`config.mk`:
```
export PLATFORM = sky130hd
export DESIGN_NAME = flash_done_poller
export DESIGN_NICKNAME = d
export VERILOG_FILES = /design/src/rtl/fdp_pkg.sv /design/src/rtl/fdp_bit_track.sv /design/src/rtl/fdp_poll_budget.sv /design/src/rtl/fdp_ctrl.sv /design/src/rtl/flash_done_poller.sv
export SDC_FILE = /design/constraint.sdc
export NUM_CORES = 1
export LEC_CHECK = 0
export ABC_AREA = 0
export BUFFER_PORTS_ARGS = -buffer_cell sky130_fd_sc_hd__clkbuf_2
export CAP_MARGIN = 20
export CELL_PAD_IN_SITES_DETAIL_PLACEMENT = 1
export CELL_PAD_IN_SITES_GLOBAL_PLACEMENT = 1
export CORE_UTILIZATION = 41
export CTS_CLUSTER_DIAMETER = 150
export DETAILED_ROUTE_END_ITERATION = 7
export PLACE_DENSITY_LB_ADDON = 0.1
export SETUP_SLACK_MARGIN = 0.05
export SLEW_MARGIN = 20
export SYNTH_ARGS = -nofsm -noshare
export SYNTH_HDL_FRONTEND = slang
export SYNTH_HIERARCHICAL = 1
export SYNTH_SLANG_ARGS = --single-unit
export TNS_END_PERCENT = 5
```
`constraint.sdc`:
```
create_clock -name clk -period 1.4 [get_ports clk]
set_input_delay 0.14 -clock clk [delete_from_list [all_inputs] [get_ports clk]]
set_output_delay 0.14 -clock clk [all_outputs]
set_load 0.005 [all_outputs]
```
`src/rtl/fdp_pkg.sv`:
```
package fdp_pkg;
  typedef enum logic [2:0] {
    ST_IDLE  = 3'd0,
    ST_FIRST = 3'd1,
    ST_POLL  = 3'd2,
    ST_RCK_A = 3'd3,
    ST_RCK_B = 3'd4,
    ST_CMD   = 3'd5,
    ST_FIN   = 3'd6
  } fdp_state_e;

  typedef enum logic [1:0] {
    RES_PASS = 2'b00,
    RES_FAIL = 2'b01,
    RES_WDOG = 2'b10
  } fdp_result_e;
endpackage

```
`src/rtl/fdp_bit_track.sv`:
```
module fdp_bit_track #(
  parameter int DATA_W     = 8,
  parameter int TOGGLE_BIT = 6,
  parameter int TMO_BIT    = 5
) (
  input  logic              clk,
  input  logic              rst_n,
  input  logic              cap_en,
  input  logic [DATA_W-1:0] rd_data,
  output logic              changed,
  output logic              tmo_seen
);
  logic prev_q;
  logic prev_d;
  logic tog_now;

  generate
    if (TOGGLE_BIT == TMO_BIT) begin : g_bad_cfg
      // a shared bit position would make every timeout look like a toggle
      assign tog_now = 1'b0;
    end else begin : g_cfg
      assign tog_now = rd_data[TOGGLE_BIT];
    end
  endgenerate

  always_comb begin
    prev_d = prev_q;
    if (cap_en) prev_d = tog_now;
  end

  always_ff @(posedge clk or negedge rst_n) begin
    if (!rst_n) prev_q <= 1'b0;
    else        prev_q <= prev_d;
  end

  assign changed  = tog_now ^ prev_q;
  assign tmo_seen = rd_data[TMO_BIT];
endmodule

```
`src/rtl/fdp_poll_budget.sv`:
```
module fdp_poll_budget #(
  parameter int MAX_POLLS = 64
) (
  input  logic clk,
  input  logic rst_n,
  input  logic clr,
  input  logic inc,
  output logic last
);
  localparam int CW = $clog2(MAX_POLLS + 1);

  logic [CW-1:0] cnt_q;
  logic [CW-1:0] cnt_d;

  always_comb begin
    cnt_d = cnt_q;
    if (clr)      cnt_d = '0;
    else if (inc) cnt_d = cnt_q + 1'b1;
  end

  always_ff @(posedge clk or negedge rst_n) begin
    if (!rst_n) cnt_q <= '0;
    else        cnt_q <= cnt_d;
  end

  // the read now completing is number MAX_POLLS
  assign last = (cnt_q == CW'(MAX_POLLS - 1));

  p_cnt_bound_r6: assert property (@(posedge clk) disable iff (!rst_n)
    cnt_q <= CW'(MAX_POLLS))
    else $error("read budget exceeded");
endmodule

```
`src/rtl/fdp_ctrl.sv`:
```
module fdp_ctrl
  import fdp_pkg::*;
(
  input  logic        clk,
  input  logic        rst_n,
  input  logic        start,
  input  logic        pause,
  input  logic        rd_ack,
  input  logic        wr_ack,
  input  logic        changed,
  input  logic        tmo_seen,
  input  logic        last,
  output logic        rd_req,
  output logic        wr_req,
  output logic        cap_en,
  output logic        cnt_clr,
  output logic        cnt_inc,
  output logic        busy,
  output logic        done,
  output logic [1:0]  result
);
  fdp_state_e  st_q, st_d;
  fdp_result_e res_q, res_d;

  always_comb begin
    st_d    = st_q;
    res_d   = res_q;
    cap_en  = 1'b0;
    cnt_clr = 1'b0;
    cnt_inc = 1'b0;
    unique case (st_q)
      ST_IDLE: if (start) begin
        cnt_clr = 1'b1;
        st_d    = ST_FIRST;
      end
      ST_FIRST: if (rd_ack) begin
        cap_en  = 1'b1;
        cnt_inc = 1'b1;
        st_d    = pause ? ST_IDLE : ST_POLL;
      end
      ST_POLL: if (rd_ack) begin
        cap_en  = 1'b1;
        cnt_inc = 1'b1;
        if (pause)         st_d = ST_IDLE;
        else if (!changed) begin res_d = RES_PASS; st_d = ST_FIN; end
        else if (tmo_seen) st_d = ST_RCK_A;
        else if (last)     begin res_d = RES_WDOG; st_d = ST_CMD; end
      end
      ST_RCK_A: if (rd_ack) begin
        cap_en = 1'b1;
        st_d   = pause ? ST_IDLE : ST_RCK_B;
      end
      ST_RCK_B: if (rd_ack) begin
        cap_en = 1'b1;
        if (pause)         st_d = ST_IDLE;
        else if (!changed) begin res_d = RES_PASS; st_d = ST_FIN; end
        else               begin res_d = RES_FAIL; st_d = ST_CMD; end
      end
      ST_CMD: if (wr_ack) st_d = ST_FIN;
      ST_FIN: st_d = ST_IDLE;
      default: st_d = ST_IDLE;
    endcase
  end

  always_ff @(posedge clk or negedge rst_n) begin
    if (!rst_n) begin
      st_q  <= ST_IDLE;
      res_q <= RES_PASS;
    end else begin
      st_q  <= st_d;
      res_q <= res_d;
    end
  end

  assign rd_req = (st_q == ST_FIRST) || (st_q == ST_POLL) ||
                  (st_q == ST_RCK_A) || (st_q == ST_RCK_B);
  assign wr_req = (st_q == ST_CMD);
  assign busy   = (st_q != ST_IDLE);
  assign done   = (st_q == ST_FIN);
  assign result = res_q;

  p_idle_quiet_r1: assert property (@(posedge clk) disable iff (!rst_n)
    !busy |-> (!rd_req && !wr_req && !done))
    else $error("idle with activity");
  p_excl_r9: assert property (@(posedge clk) disable iff (!rst_n)
    !(rd_req && wr_req))
    else $error("read and write together");
  p_rd_hold_r9: assert property (@(posedge clk) disable iff (!rst_n)
    (rd_req && !rd_ack) |=> rd_req)
    else $error("read request dropped");
  p_wr_hold_r5: assert property (@(posedge clk) disable iff (!rst_n)
    (wr_req && !wr_ack) |=> wr_req)
    else $error("write request dropped");
  p_fail_after_wr_r5: assert property (@(posedge clk) disable iff (!rst_n)
    (done && (result != RES_PASS)) |-> $past(wr_req && wr_ack))
    else $error("failure reported before reset write");
  p_pass_no_wr_r2: assert property (@(posedge clk) disable iff (!rst_n)
    (done && (result == RES_PASS)) |-> $past(rd_req && rd_ack))
    else $error("pass not directly after a read");
  p_done_pulse_r11: assert property (@(posedge clk) disable iff (!rst_n)
    done |=> (!done && !busy))
    else $error("done longer than a cycle");
endmodule

```
`src/rtl/flash_done_poller.sv`:
```
module flash_done_poller #(
  parameter int          DATA_W     = 8,
  parameter int          TOGGLE_BIT = 6,
  parameter int          TMO_BIT    = 5,
  parameter int          MAX_POLLS  = 64,
  parameter logic [7:0]  RESET_CMD  = 8'hF0
) (
  input  logic              clk,
  input  logic              rst_n,
  input  logic              start_i,
  input  logic              pause_i,
  output logic              rd_req_o,
  input  logic              rd_ack_i,
  input  logic [DATA_W-1:0] rd_data_i,
  output logic              wr_req_o,
  output logic [DATA_W-1:0] wr_data_o,
  input  logic              wr_ack_i,
  output logic              busy_o,
  output logic              done_o,
  output logic [1:0]        result_o
);
  logic [1:0] rst_sync_q;
  logic       rst_int_n;
  logic       cap_en, cnt_clr, cnt_inc, changed, tmo_seen, last;

  always_ff @(posedge clk or negedge rst_n) begin
    if (!rst_n) rst_sync_q <= 2'b00;
    else        rst_sync_q <= {rst_sync_q[0], 1'b1};
  end
  assign rst_int_n = rst_sync_q[1];

  fdp_bit_track #(
    .DATA_W(DATA_W), .TOGGLE_BIT(TOGGLE_BIT), .TMO_BIT(TMO_BIT)
  ) u_track (
    .clk(clk), .rst_n(rst_int_n), .cap_en(cap_en), .rd_data(rd_data_i),
    .changed(changed), .tmo_seen(tmo_seen)
  );

  fdp_poll_budget #(.MAX_POLLS(MAX_POLLS)) u_budget (
    .clk(clk), .rst_n(rst_int_n), .clr(cnt_clr), .inc(cnt_inc), .last(last)
  );

  fdp_ctrl u_ctrl (
    .clk(clk), .rst_n(rst_int_n), .start(start_i), .pause(pause_i),
    .rd_ack(rd_ack_i), .wr_ack(wr_ack_i), .changed(changed),
    .tmo_seen(tmo_seen), .last(last), .rd_req(rd_req_o), .wr_req(wr_req_o),
    .cap_en(cap_en), .cnt_clr(cnt_clr), .cnt_inc(cnt_inc), .busy(busy_o),
    .done(done_o), .result(result_o)
  );

  assign wr_data_o = DATA_W'(RESET_CMD);
endmodule

```
==> impl_metrics.yaml <==
sta:
  normalized_max_slew_margin_pct: 63.14
  number_of_failing_setup_endpoints_in_the_final_timing_report: 17
  max_slew.worst_pin.slew_ns: 0.5528
  fmax_mhz: 547.6
  max_slew_violation_count: 0
  period_minus_slack_ns: 1.826
  final_hold_violating_endpoints: 0
  grt_setup_unrepaired: "true"
  period_utilisation_layout_pct: 130.4
  worst_clock_skew_ns: 0.006341
  finalWorstSetupSlack_ns: -0.4261
global_routing:
  grt_start_max_net_pins: 14
  gr-total-overflow: 0
  initial_antenna_violation_count: 0
  grt_pass1_vias: 917
  grt_pass1_wl_um: 4353
  global_route.usage.total_pct: 23.31
final_layout:
  drive_above_1_share_pct: 46.94
  layout-area-overhead-vs-synth_pct: 39.36
  multi_input_combinational_cell_area_um2: 574.3
  final_nets: 163
  fillCellCount: 276
  final_antenna_diode_count: 0
  register_area_um2: 375.4
critical_path:
  reg2regPathDepth: 6
  cpLargestDelayFamily: "simple AND/OR/NAND/NOR gates"
  regToRegStartpoint: "u_budget/cnt_q[0]"
  cp_num_cells: 6
  crit_path_cell_trace: "ha_2 > nor3b_4 > nor4b_2 > nor3b_2 > a211o_2 > mux2_4"
  regToRegSetupSlack_ns: -0.43
  critPathMaxFanout: 3
  critPathCaptureType: "flop"
  crit_required_ns: 1.57
  critPathKind: "flop to flop"
  cpMaxStageDelayCell: "sky130_fd_sc_hd__dfrtp_1"
  worst_setup_path_start_kind: "flop"
  critical_path.n_buffers_inverters: 0
  crit-reg2reg-capture: "u_ctrl/st_q[1]"
  timing.critical_path.arrival_ns: 2.00
  critical-path-max-stage-delay_ns: 0.40
synth:
  avgSynthCellArea_um2: 9.822
  synthMostInstantiatedCell: "sky130_fd_sc_hd__dfrtp_1"
  synthTopCellsByCount: "sky130_fd_sc_hd__dfrtp_1 (15), sky130_fd_sc_hd__buf_4 (10), sky130_fd_sc_hd__nor2_1 (7), sky130_fd_sc_hd__a21oi_1 (5), sky130_fd_sc_hd__inv_1 (5)"
  synth-edff-count: 0
  synth_async_sr_flop_share_pct: 100.0
  ys_seq_elements: 15
  synth_cell_type_count: 40
  synth_largest_type_area_fraction_pct: 38.22
  yosys_top_cell_by_area: "sky130_fd_sc_hd__dfrtp_1"
  post_synth_main_area_contributors: "sky130_fd_sc_hd__dfrtp_1 (38%), sky130_fd_sc_hd__buf_4 (7.6%), sky130_fd_sc_hd__mux2_4 (4.6%)"
  number_of_cells_produced_by_synthesis: 100
  syn-cell-area_um2: 982.2
  synth_seq_area_share_pct: 38.22
  synth.yosys.warnings: 6
  yosys_most_used_dff: "sky130_fd_sc_hd__dfrtp_1"
route:
  final_antenna_net_count: 0
  viasPerCell: 4.897
  post-route-drc-count: 0
  num_vias: 857
  initialDrtViolationCount: 14
  drt-total-wl_um: 2664
  detail_route.wl_per_cell_um: 15.22
  dr.pass1.iters: 4
cts:
  root_buffer_cell: "sky130_fd_sc_hd__clkbuf_4"
  clock_tree_from_tritoncts: "done"
  clockBufferDepth: 2
  clk_transition_reported_paths_ns: 0.10
  clock_latency_ns: 0.29
  ctsHtreeMaxLevel: 1
  cts_buffers: 3
  tritoncts_num_sinks: 15
min_path:
  worst_hold_path.endpoint: "u_track/prev_q"
  hold-path-cell-count: 2
  min-delay-start: "rd_data_i[6]"
  worst_hold_path_type: "input port to flop"
die:
  io-pin-count: 28
  core_mm2: 0.002233
  dieHeight_um: 50.95
  fp.dieW_um: 50.95
  fp.dieArea_mm2: 0.002595
  std_cell_rows: 17
  start_util_pct: 43.98
power_and_ir_drop:
  power_mw: 2.868
  ir_drop_mv: 1.507
  power.static_leakage_nw: 0.7009
  p_per_area_mw_per_mm2: 2095
status:
  failed_checks: "setup timing"
  outcome: "complete, but fails checks"
placement:
  gp_congestion: 0.8244
  io_buffers: 13
  dp.final_hpwl_um: 2007
  dpl_worst_slack_ns: -0.4569
job:
  maxCapViolations: 0
final cells by class:
cell class	count	area share [%]
clock buffer	3	1.645
clock inverter	1	0.3656
inverter	5	1.371
multi-input combinational	75	41.96
sequential	15	27.42
tap	28	2.559
timing repair buffer	48	24.68
state kept, by name (all words and copies together) (netlist names):
name and count:
u_track/prev_q 1, u_budget/cnt_q 7, u_ctrl/result 2, rst_sync_q 2
u_ctrl/st_q 3
metal layers:
layer | wire length [um] | global-route usage [%] | vias to the layer above
li1 | - | - | 424
met1 | 1213 | 30.73 | 415
met2 | 1372 | 39.69 | 16
met3 | 60 | 3.571 | 2
met4 | 17 | 5.556 | 0
met5 | 0 | 0 | -
report_power, final:
part	leakage [nW]	internal, mW	switching, mW
logic	0.492	1.09	0.841
registers	0.191	0.560	0.116
clock network	0.0177	0.106	0.154
repair_timing:
action                                  in CTS  in global routing
resized for setup                            7                  2
hold buffers                                 1                  0
pin swaps                                    8                  4
setup buffers                                1                  1
endpoints found under the setup margin      17                 17
hold endpoints to repair                     2                  0
logic make-up after synthesis:
logic type | synth area share, %
buf+inv | 11.21
other cells | 0.7646
simple gates | 22.55
mux | 6.624
fa+ha+maj | 2.293
flops | 38.22
compound gates | 12.10
xor+xnor | 6.242
worst max path at each step:
stage	from	endpoint	slack [ns]
CTS	u_budget/cnt_q[0]	u_ctrl/st_q[1]	-0.46
detailed placement	u_budget/cnt_q[1]	u_ctrl/st_q[1]	-0.46
global placement	u_budget/cnt_q[1]	u_ctrl/st_q[1]	-0.31
finish	u_budget/cnt_q[0]	u_ctrl/st_q[1]	-0.43
floorplan	u_budget/cnt_q[0]	u_ctrl/st_q[0]	-0.39
global route	u_budget/cnt_q[0]	u_ctrl/st_q[1]	-0.52
cell usage in the layout (no fill, tap or decap), types with 3 or more instances in the layout:
| cell type | count |
|---|---|
| sky130_fd_sc_hd__a21oi_1 | 3 |
| sky130_fd_sc_hd__buf_4 | 32 |
| sky130_fd_sc_hd__clkbuf_2 | 13 |
| sky130_fd_sc_hd__clkbuf_4 | 3 |
| sky130_fd_sc_hd__conb_1 | 9 |
| sky130_fd_sc_hd__dfrtp_1 | 15 |
| sky130_fd_sc_hd__inv_1 | 5 |
| sky130_fd_sc_hd__mux2_4 | 3 |
| sky130_fd_sc_hd__nand2_1 | 4 |
| sky130_fd_sc_hd__nor2_1 | 7 |
| sky130_fd_sc_hd__o21ai_0 | 3 |
| sky130_fd_sc_hd__or3_1 | 3 |
| sky130_fd_sc_hd__xor2_1 | 4 |
metrics by stage:
step	TNS (ns)	util, %	instance area (um^2)	cells	hold slack [ns]
after floorplan	-1.838	-	1021	107	-0.1556
after global placement	-1.620	56.86	1270	168	-0.07612
after detailed placement	-2.578	56.86	1270	168	-0.07400
after CTS	-3.023	60.56	1353	174	0.1136
after global routing	-4.551	61.29	1369	175	0.1109
final	-3.025	61.29	1369	175	0.1213
Note: power is estimated with default switching activity, not from simulation.
